<file path="config.mk">
export PLATFORM = sky130hd
export DESIGN_NAME = bus_timeout_watchdog
export DESIGN_NICKNAME = d
export VERILOG_FILES = /design/src/rtl/wd_pkg.sv /design/src/rtl/wd_cfg_reg.sv /design/src/rtl/wd_prescaler.sv /design/src/rtl/wd_span_counter.sv /design/src/rtl/bus_timeout_watchdog.sv
export SDC_FILE = /design/constraint.sdc
export NUM_CORES = 1
export LEC_CHECK = 0
export BUFFER_PORTS_ARGS = -buffer_cell sky130_fd_sc_hd__buf_2
export CORE_UTILIZATION = 55
export CTS_CLUSTER_DIAMETER = 100
export DETAILED_ROUTE_END_ITERATION = 10
export HOLD_SLACK_MARGIN = 0.06
export PLACE_DENSITY = 0.83
export SLEW_MARGIN = 20
export SYNTH_ARGS = -nofsm -noshare
export SYNTH_HDL_FRONTEND = slang
export SYNTH_SLANG_ARGS = --single-unit
</file>
<file path="constraint.sdc">
create_clock -name clk -period 2.3 [get_ports clk]
set_input_delay 0 -clock clk [delete_from_list [all_inputs] [get_ports clk]]
set_output_delay 0 -clock clk [all_outputs]
set_load 0.01 [all_outputs]
</file>
<file path="src/rtl/wd_pkg.sv">
// Package: shared types for the bus access timeout watchdog.
// Assumes nothing beyond IEEE 1800-2017 enum support.
package wd_pkg;
    // Sequencing states of the watchdog control path
    typedef enum logic [1:0] {
        WD_IDLE     = 2'd0,
        WD_BUSY     = 2'd1,
        WD_ERR_HOLD = 2'd2,
        WD_ERR_DONE = 2'd3
    } wd_state_t;
endpackage

</file>
<file path="src/rtl/wd_cfg_reg.sv">
// Holds the timeout limit and the interrupt enable written by software.
// Assumes a single write strobe updating both fields at once.
module wd_cfg_reg #(
    parameter int          LIMIT_W     = 8,
    parameter logic [LIMIT_W-1:0] RESET_LIMIT = 8'h40
) (
    input  logic               clk,
    input  logic               rst_n,
    input  logic               we_i,
    input  logic [LIMIT_W-1:0] limit_d,
    input  logic               irq_en_d,
    output logic [LIMIT_W-1:0] limit_q,
    output logic               irq_en_q
);
    // Register update with reset defaults
    always_ff @(posedge clk) begin
        if (!rst_n) begin
            limit_q  <= RESET_LIMIT;
            irq_en_q <= 1'b1;
        end else if (we_i) begin
            limit_q  <= limit_d;
            irq_en_q <= irq_en_d;
        end
    end
endmodule

</file>
<file path="src/rtl/wd_prescaler.sv">
// Divides the bus clock into steps of PRESCALE cycles while an access is timed.
// Assumes clear_i is asserted on the edge that accepts a new access.
module wd_prescaler #(
    parameter int PRESCALE = 128
) (
    input  logic clk,
    input  logic rst_n,
    input  logic clear_i,
    input  logic run_i,
    output logic tick_o
);
    localparam int PW = (PRESCALE > 1) ? $clog2(PRESCALE) : 1;
    localparam logic [PW-1:0] LAST = PW'(PRESCALE - 1);

    logic [PW-1:0] cnt_q;

    // Tick on the last cycle of each prescale step
    assign tick_o = run_i && (cnt_q == LAST);

    // Cycle count within the current step
    always_ff @(posedge clk) begin
        if (!rst_n || clear_i) begin
            cnt_q <= '0;
        end else if (run_i) begin
            cnt_q <= (cnt_q == LAST) ? '0 : cnt_q + 1'b1;
        end
    end

    AST_PRE_WRAP: assert property (@(posedge clk) disable iff (!rst_n)
        (run_i && !clear_i && cnt_q == LAST) |=> (cnt_q == '0));
endmodule

</file>
<file path="src/rtl/wd_span_counter.sv">
// Counts prescale steps against the limit captured at access start.
// Assumes load_i marks the accepting edge and tick_i comes from the prescaler.
module wd_span_counter #(
    parameter int LIMIT_W = 8
) (
    input  logic               clk,
    input  logic               rst_n,
    input  logic               load_i,
    input  logic [LIMIT_W-1:0] limit_i,
    input  logic               run_i,
    input  logic               tick_i,
    output logic               expire_o,
    output logic               disabled_o
);
    logic [LIMIT_W-1:0] lim_q;
    logic [LIMIT_W-1:0] steps_q;

    // A zero captured limit switches the watchdog off for this access
    assign disabled_o = (lim_q == '0);
    // Expiry on the tick that completes step number lim_q+1
    assign expire_o   = run_i && tick_i && !disabled_o && (steps_q == lim_q);

    // Capture limit at start, count whole steps while running
    always_ff @(posedge clk) begin
        if (!rst_n) begin
            lim_q   <= '0;
            steps_q <= '0;
        end else if (load_i) begin
            lim_q   <= limit_i;
            steps_q <= '0;
        end else if (run_i && tick_i && steps_q != lim_q) begin
            steps_q <= steps_q + 1'b1;
        end
    end

    AST_STEPS_BOUND: assert property (@(posedge clk) disable iff (!rst_n)
        (run_i && !disabled_o) |-> (steps_q <= lim_q));
    AST_LIMIT_HELD: assert property (@(posedge clk) disable iff (!rst_n)
        (!load_i) |=> $stable(lim_q));
endmodule

</file>
<file path="src/rtl/bus_timeout_watchdog.sv">
// Top: times each memory access and ends a late one with a bus error response.
// Assumes single-cycle start/done strobes and one access outstanding at a time.
module bus_timeout_watchdog #(
    parameter int                 LIMIT_W     = 8,
    parameter int                 PRESCALE    = 128,
    parameter logic [LIMIT_W-1:0] RESET_LIMIT = 8'h40
) (
    input  logic               clk,
    input  logic               rst_n,
    input  logic               acc_start_i,
    input  logic               acc_done_i,
    input  logic               cfg_we_i,
    input  logic [LIMIT_W-1:0] cfg_limit_i,
    input  logic               cfg_irq_en_i,
    input  logic               irq_clr_i,
    output logic               hresp_o,
    output logic               hready_o,
    output logic               abort_o,
    output logic               timeout_o,
    output logic               irq_o
);
    import wd_pkg::*;

    wd_state_t          state_q, state_d;
    logic [LIMIT_W-1:0] limit_q;
    logic               irq_en_q;
    logic               busy, load, tick, expire, disabled, expire_go;
    logic               irq_pend_q;

    wd_cfg_reg #(.LIMIT_W(LIMIT_W), .RESET_LIMIT(RESET_LIMIT)) u_cfg (
        .clk(clk), .rst_n(rst_n), .we_i(cfg_we_i), .limit_d(cfg_limit_i),
        .irq_en_d(cfg_irq_en_i), .limit_q(limit_q), .irq_en_q(irq_en_q)
    );

    // Starts are accepted only outside the error response
    assign busy = (state_q == WD_BUSY);
    assign load = acc_start_i && (state_q == WD_IDLE || busy);

    wd_prescaler #(.PRESCALE(PRESCALE)) u_pre (
        .clk(clk), .rst_n(rst_n), .clear_i(load), .run_i(busy), .tick_o(tick)
    );

    wd_span_counter #(.LIMIT_W(LIMIT_W)) u_span (
        .clk(clk), .rst_n(rst_n), .load_i(load), .limit_i(limit_q),
        .run_i(busy), .tick_i(tick), .expire_o(expire), .disabled_o(disabled)
    );

    // Expiry counts only when neither completion nor restart arrives
    assign expire_go = busy && expire && !acc_done_i && !acc_start_i;

    // Next-state selection: restart, completion, expiry, error sequencing
    always_comb begin
        state_d = state_q;
        unique case (state_q)
            WD_IDLE:     if (acc_start_i) state_d = WD_BUSY;
            WD_BUSY: begin
                if (acc_start_i)     state_d = WD_BUSY;
                else if (acc_done_i) state_d = WD_IDLE;
                else if (expire)     state_d = WD_ERR_HOLD;
            end
            WD_ERR_HOLD: state_d = WD_ERR_DONE;
            WD_ERR_DONE: state_d = WD_IDLE;
            default:     state_d = WD_IDLE;
        endcase
    end

    // State register
    always_ff @(posedge clk) begin
        if (!rst_n) state_q <= WD_IDLE;
        else        state_q <= state_d;
    end

    // Timeout flag: set on expiry, cleared by the next accepted start
    always_ff @(posedge clk) begin
        if (!rst_n)         timeout_o <= 1'b0;
        else if (expire_go) timeout_o <= 1'b1;
        else if (load)      timeout_o <= 1'b0;
    end

    // Pending interrupt: expiry wins over a simultaneous clear
    always_ff @(posedge clk) begin
        if (!rst_n)         irq_pend_q <= 1'b0;
        else if (expire_go) irq_pend_q <= 1'b1;
        else if (irq_clr_i) irq_pend_q <= 1'b0;
    end

    // Bus response and sequencer abort decoded from state
    assign hresp_o  = (state_q == WD_ERR_HOLD) || (state_q == WD_ERR_DONE);
    assign hready_o = (state_q == WD_IDLE) || (state_q == WD_ERR_DONE);
    assign abort_o  = (state_q == WD_ERR_HOLD);
    assign irq_o    = irq_pend_q && irq_en_q;

    AST_ERR_SECOND: assert property (@(posedge clk) disable iff (!rst_n)
        (hresp_o && !hready_o) |=> (hresp_o && hready_o && !abort_o));
    AST_ERR_END: assert property (@(posedge clk) disable iff (!rst_n)
        (hresp_o && hready_o) |=> (!hresp_o && hready_o));
    AST_ERR_FROM_BUSY: assert property (@(posedge clk) disable iff (!rst_n)
        $rose(hresp_o) |-> ($past(busy) && timeout_o));
    AST_OFF_NO_ERR: assert property (@(posedge clk) disable iff (!rst_n)
        (busy && disabled && !acc_start_i) |=> !hresp_o);
    AST_DONE_WINS: assert property (@(posedge clk) disable iff (!rst_n)
        (busy && acc_done_i && !acc_start_i) |=> (hready_o && !hresp_o));
    AST_IRQ_STICKY: assert property (@(posedge clk) disable iff (!rst_n)
        (irq_pend_q && !irq_clr_i) |=> irq_pend_q);
    AST_START_IGNORED: assert property (@(posedge clk) disable iff (!rst_n)
        (hresp_o && hready_o) |=> (state_q == WD_IDLE));
endmodule

</file>
* Word-level counts from Yosys, hierarchy flattened
Cells that the tools add are included.
** Word-level totals
- Memory bits (writable) :: 0
- Input port bits :: 15
- Output and inout bits :: 5
- Latch bits :: 0
- Bits in read-only memories :: 0
- Memories kept :: 0
- Logic and storage cells :: 53
- Register bits after elaboration :: 36
** Operators by class
- Add/sub/neg operators :: 2
- Bitwise logic cells :: 1
- Reduce and logical (&&, ||, !) cells :: 24
- Order comparisons :: 0
- Div/mod/pow operators :: 0
- Multiply operators :: 0
- Eq/ne operators :: 8
- Shift-type cells :: 0
- Multiplexer cells :: 10
** Operators with widths (number)
- $logic_and 1x1->1 :: 10
- $add 8x1->8 const B :: 1
- $eq 8x8->1 :: 1
- $logic_not 8->1 :: 1
- $mux 2 :: 4
- $ne 8x8->1 :: 1
- $pmux 2 s4 :: 1
- $add 7x1->7 const B :: 1
- $eq 7x7->1 const B :: 1
- $mux 7 :: 1
- $eq 2x2->1 const B :: 2
- $logic_not 1->1 :: 4
- $logic_or 1x1->1 :: 4
- $mux 1 :: 4
- $ne 4x3->1 const B :: 1
- $reduce_bool 2->1 :: 2
- $eq 2x1->1 const B :: 1
- $logic_not 2->1 :: 1
- $ne 2x2->1 const B :: 1
- $reduce_and 2->1 :: 1
- $reduce_or 2->1 :: 1
- $not 1->1 :: 1

* Longest topological paths before layout
- Word-level depth :: 9
- Depth in mapped cells :: 8
- Depth with buffers taken out :: 6

* Modules after synthesis
A second synthesis with hierarchy kept.
** Second synthesis, totals
- Cell total of the unflattened synthesis :: 185
- Area total of the unflattened synthesis :: 1761.7 um^2
** By module, submodules not included
- wd_span_counter :: cells an instance 87, seq. area each 320.3 um^2, area each 793.3 um^2, instances 1
- wd_prescaler :: cells an instance 37, seq. area each 140.1 um^2, area each 337.8 um^2, instances 1
- wd_cfg_reg :: cells an instance 28, seq. area each 180.2 um^2, area each 332.8 um^2, instances 1
- bus_timeout_watchdog :: cells an instance 33, seq. area each 80.1 um^2, area each 297.8 um^2, instances 1

* Worst setup path after synthesis
Ideal clock, no wire load.
- Path kind :: reg2reg
- From :: reg with a tool-made name
- To :: reg u_span.steps_q[6]
- Clock period less this slack :: 1660 ps
- Arrival :: 1588 ps
- Path slack :: 640 ps
- Library setup time :: 72 ps
- Data required time :: 2228 ps
- Buffers on the path :: 1
- Stages on the path, launching flop included :: 8
- Cells stage by stage :: dfxtp_1 > inv_1 > ha_1 > buf_4 > and4_4 > nand2_4 > a2111oi_1 > mux2i_1
** RTL lines
- to (signal assigned) :: RTL line wd_span_counter.sv:32 : steps_q <= steps_q + 1'b1;
- to (decl) :: RTL line wd_span_counter.sv:16 : logic [LIMIT_W-1:0] steps_q;

==> impl_metrics.tcl <==
set metrics [dict create \
    antenna_found_initial 0 \
    synth_ff_type "dfxtp_1" \
    syn-cell-area_um2 1860 \
    seq_area_um2 721 \
    wl_mm 4.02 \
    hold_class "input pin to register" \
    rsz0062_at_grt "no" \
    dieWidth_um 60.1 \
    cts.sinks 36 \
    ctsRootBufferMaster "clkbuf_4" \
    synth-edff-count 0 \
    crit_type "register to register" \
    dieHeight_um 60.1 \
    async_flop_share_pct 0 \
    final_common_cell "dfxtp_1" \
    track_usage_pct 26.0 \
    insertion_delay_ps 350 \
    syn_to_final_growth_pct 19.6 \
    cts_tree "done" \
    cts_made_buffers 5 \
    multi_input_area_um2 1070 \
    setup_tns_ps 0 \
    maxCapViolCount 0 \
    ios 20 \
    wl_per_cell_um 14.8 \
    htreeDepth 2 \
    hpwl_mm 2.66 \
    worst-path-max-fanout 9 \
    yosysSeqAreaShare_pct 38.8 \
    swShare_pct 26.6 \
    synth.avg_cell_area_um2 9.73 \
    arrival_ps 2290 \
    p_leak_nw 0.925 \
    layout.nets 248 \
    setup_viol 0 \
    slew_headroom_pct 65.0 \
    final.period_utilization_pct 87.2 \
    final_core_util_pct 71.1 \
    fmax_mhz 498 \
    clock-skew-final_ps 10.2 \
    end_kind "register" \
    startpoint_type "register" \
    ir_drop_v 0.000436 \
    synth-seq-cells 36 \
    synthDistinctLibCells 41 \
    fillers 216 \
    p_clk_share_pct 34.5 \
    required_ps 2590 \
    drc 0 \
    synthCells 191 \
    gp_congestion 0.828 \
    slew_viol_final 0 \
    design.core.area_um2 3130 \
    syn_nets 212 \
    diodes 0 \
    p_seq_share_pct 50.4 \
    powerDensity_nw_per_um2 589 \
    die-area_um2 3620 \
    antenna_left 0 \
    grt_pass1_wl_mm 6.83 \
    grt_pass1_vias 1493 \
    outcome "finished clean" \
    ctsResizeCount 0 \
    combinationalPowerShare_pct 15.1 \
    cts.path.max_buffers 2 \
    firstDrtPassIters 5 \
    grt_max_degree 24 \
    gr-total-overflow 0 \
    p_int_w 0.000961 \
    worst_pin_slew_ps 526 \
    p_sw_w 0.000349 \
    initial_core_util_pct 59.4 \
    period_needed_ps 2010 \
    via_count 1513 \
    row_count 20 \
    drt-initial-drc-count 84 \
    timing.final.hold_violations 0 \
    drive_gt1_share_pct 19.3 \
    io_buffer_count 19 \
    final_cell_mix "dfxtp_1, mux2i_1, buf_2" \
    clk_pin_slew_ps 120 \
    ys_warn_count 0 \
    post_cts_buffers 0 \
    vias_per_cell 5.56 \
]
## path summary, 6_finish.rpt
check             cells past startpoint                 to  slack (ps)      start
setup / recovery                      6  u_span.steps_q[6]         290   register
hold / removal                        2   u_cfg.limit_q[5]          70      rst_n
setup reg to reg                      6  u_span.steps_q[6]         290   register
hold reg to reg                       2          timeout_o         480  timeout_o
## per-stage QoR
stage	cells	hold WS, ps	power, W	setup WS (ps)	instance area [um2]
2_1_floorplan	191	128	0.000797	640	1860
3_3_place_gp	248	215	0.000828	514	1980
3_5_place_dp	248	224	0.000843	349	1980
4_1_cts	272	60.4	0.00131	330	2220
5_1_grt	272	72.7	0.00137	164	2220
6_report	272	73.6	0.00131	294	2220
## routing by layer
metal | global-route usage [%] | routed length [um]
met2 | 48.8 | 2150
met1 | 27.4 | 1590
met5 | 0 | 0
met4 | 12.0 | 112
met3 | 4.76 | 167
## power groups by stage
stage	sequential, W	combinational (W)	clock (W)
6_report	0.000660	0.000198	0.000452
5_1_grt	0.000662	0.000216	0.000489
4_1_cts	0.000659	0.000193	0.000455
3_5_place_dp	0.000674	0.000169	0
3_3_place_gp	0.000672	0.000156	0
2_1_floorplan	0.000669	0.000129	0
## state kept, by name, summed over array words and instances (netlist names), named ones only
name            flops
u_cfg.irq_en_q      1
u_pre.cnt_q         7
timeout_o           1
u_cfg.limit_q       8
u_span.lim_q        8
u_span.steps_q      8
irq_pend_q          1
state_q             1
## area by class of cell
cell class / instances / share of cell area, %
clock inverters: 3 / 1.91
flip-flops and latches: 36 / 32.4
inverters: 5 / 0.844
repair buffers: 38 / 12.5
clock buffers: 5 / 1.69
multi-input cells: 141 / 48.2
well taps: 44 / 2.48
## critical path: stages (launching register included)
cell and delay, ps:
dfxtp_1 360, inv_1 120, ha_1 360, and4_4 330, nand2_4 90, a2111oi_1 460
mux2i_1 230
## repair_timing
item	in CTS	in global routing
endpoints found under the hold margin	11	0
endpoints found under the setup margin	0	0
hold buffers	16	0
## kinds of logic (layout without fill, tap and decap cells)
kind of cell               count (synthesis)  after routing  share of synthesized area [%]
AOI/OAI and AO/OA                         19             19                           8.61
xor gates and xnor gates                  14             14                           6.60
adders and majority gates                  6              6                           4.04
buffers and inverters                     14             51                           3.97
DFF                                       36             36                           38.8
muxes                                     27             27                           14.5
and+or+nand+nor                           75             75                           23.5
## synthesized netlist by cell type, types with 2 or more instances
cell	count	area, um2
a211oi_2	4	50.1
a21oi_2	2	17.5
and2_1	3	18.8
buf_2	2	10.0
buf_4	3	22.5
clkbuf_1	3	11.3
dfxtp_1	36	721
ha_1	6	75.1
inv_1	5	18.8
mux2i_1	27	270
nand2_1	15	56.3
nand2b_1	8	50.1
nand3_1	4	20.0
nand4_1	7	43.8
nor2_1	7	26.3
nor2b_1	15	93.8
nor3_1	4	20.0
nor4_1	3	18.8
o21ai_0	3	15.0
xnor2_1	3	26.3
xor2_1	11	96.3
No activity file was read; power rests on OpenSTA's default activity.
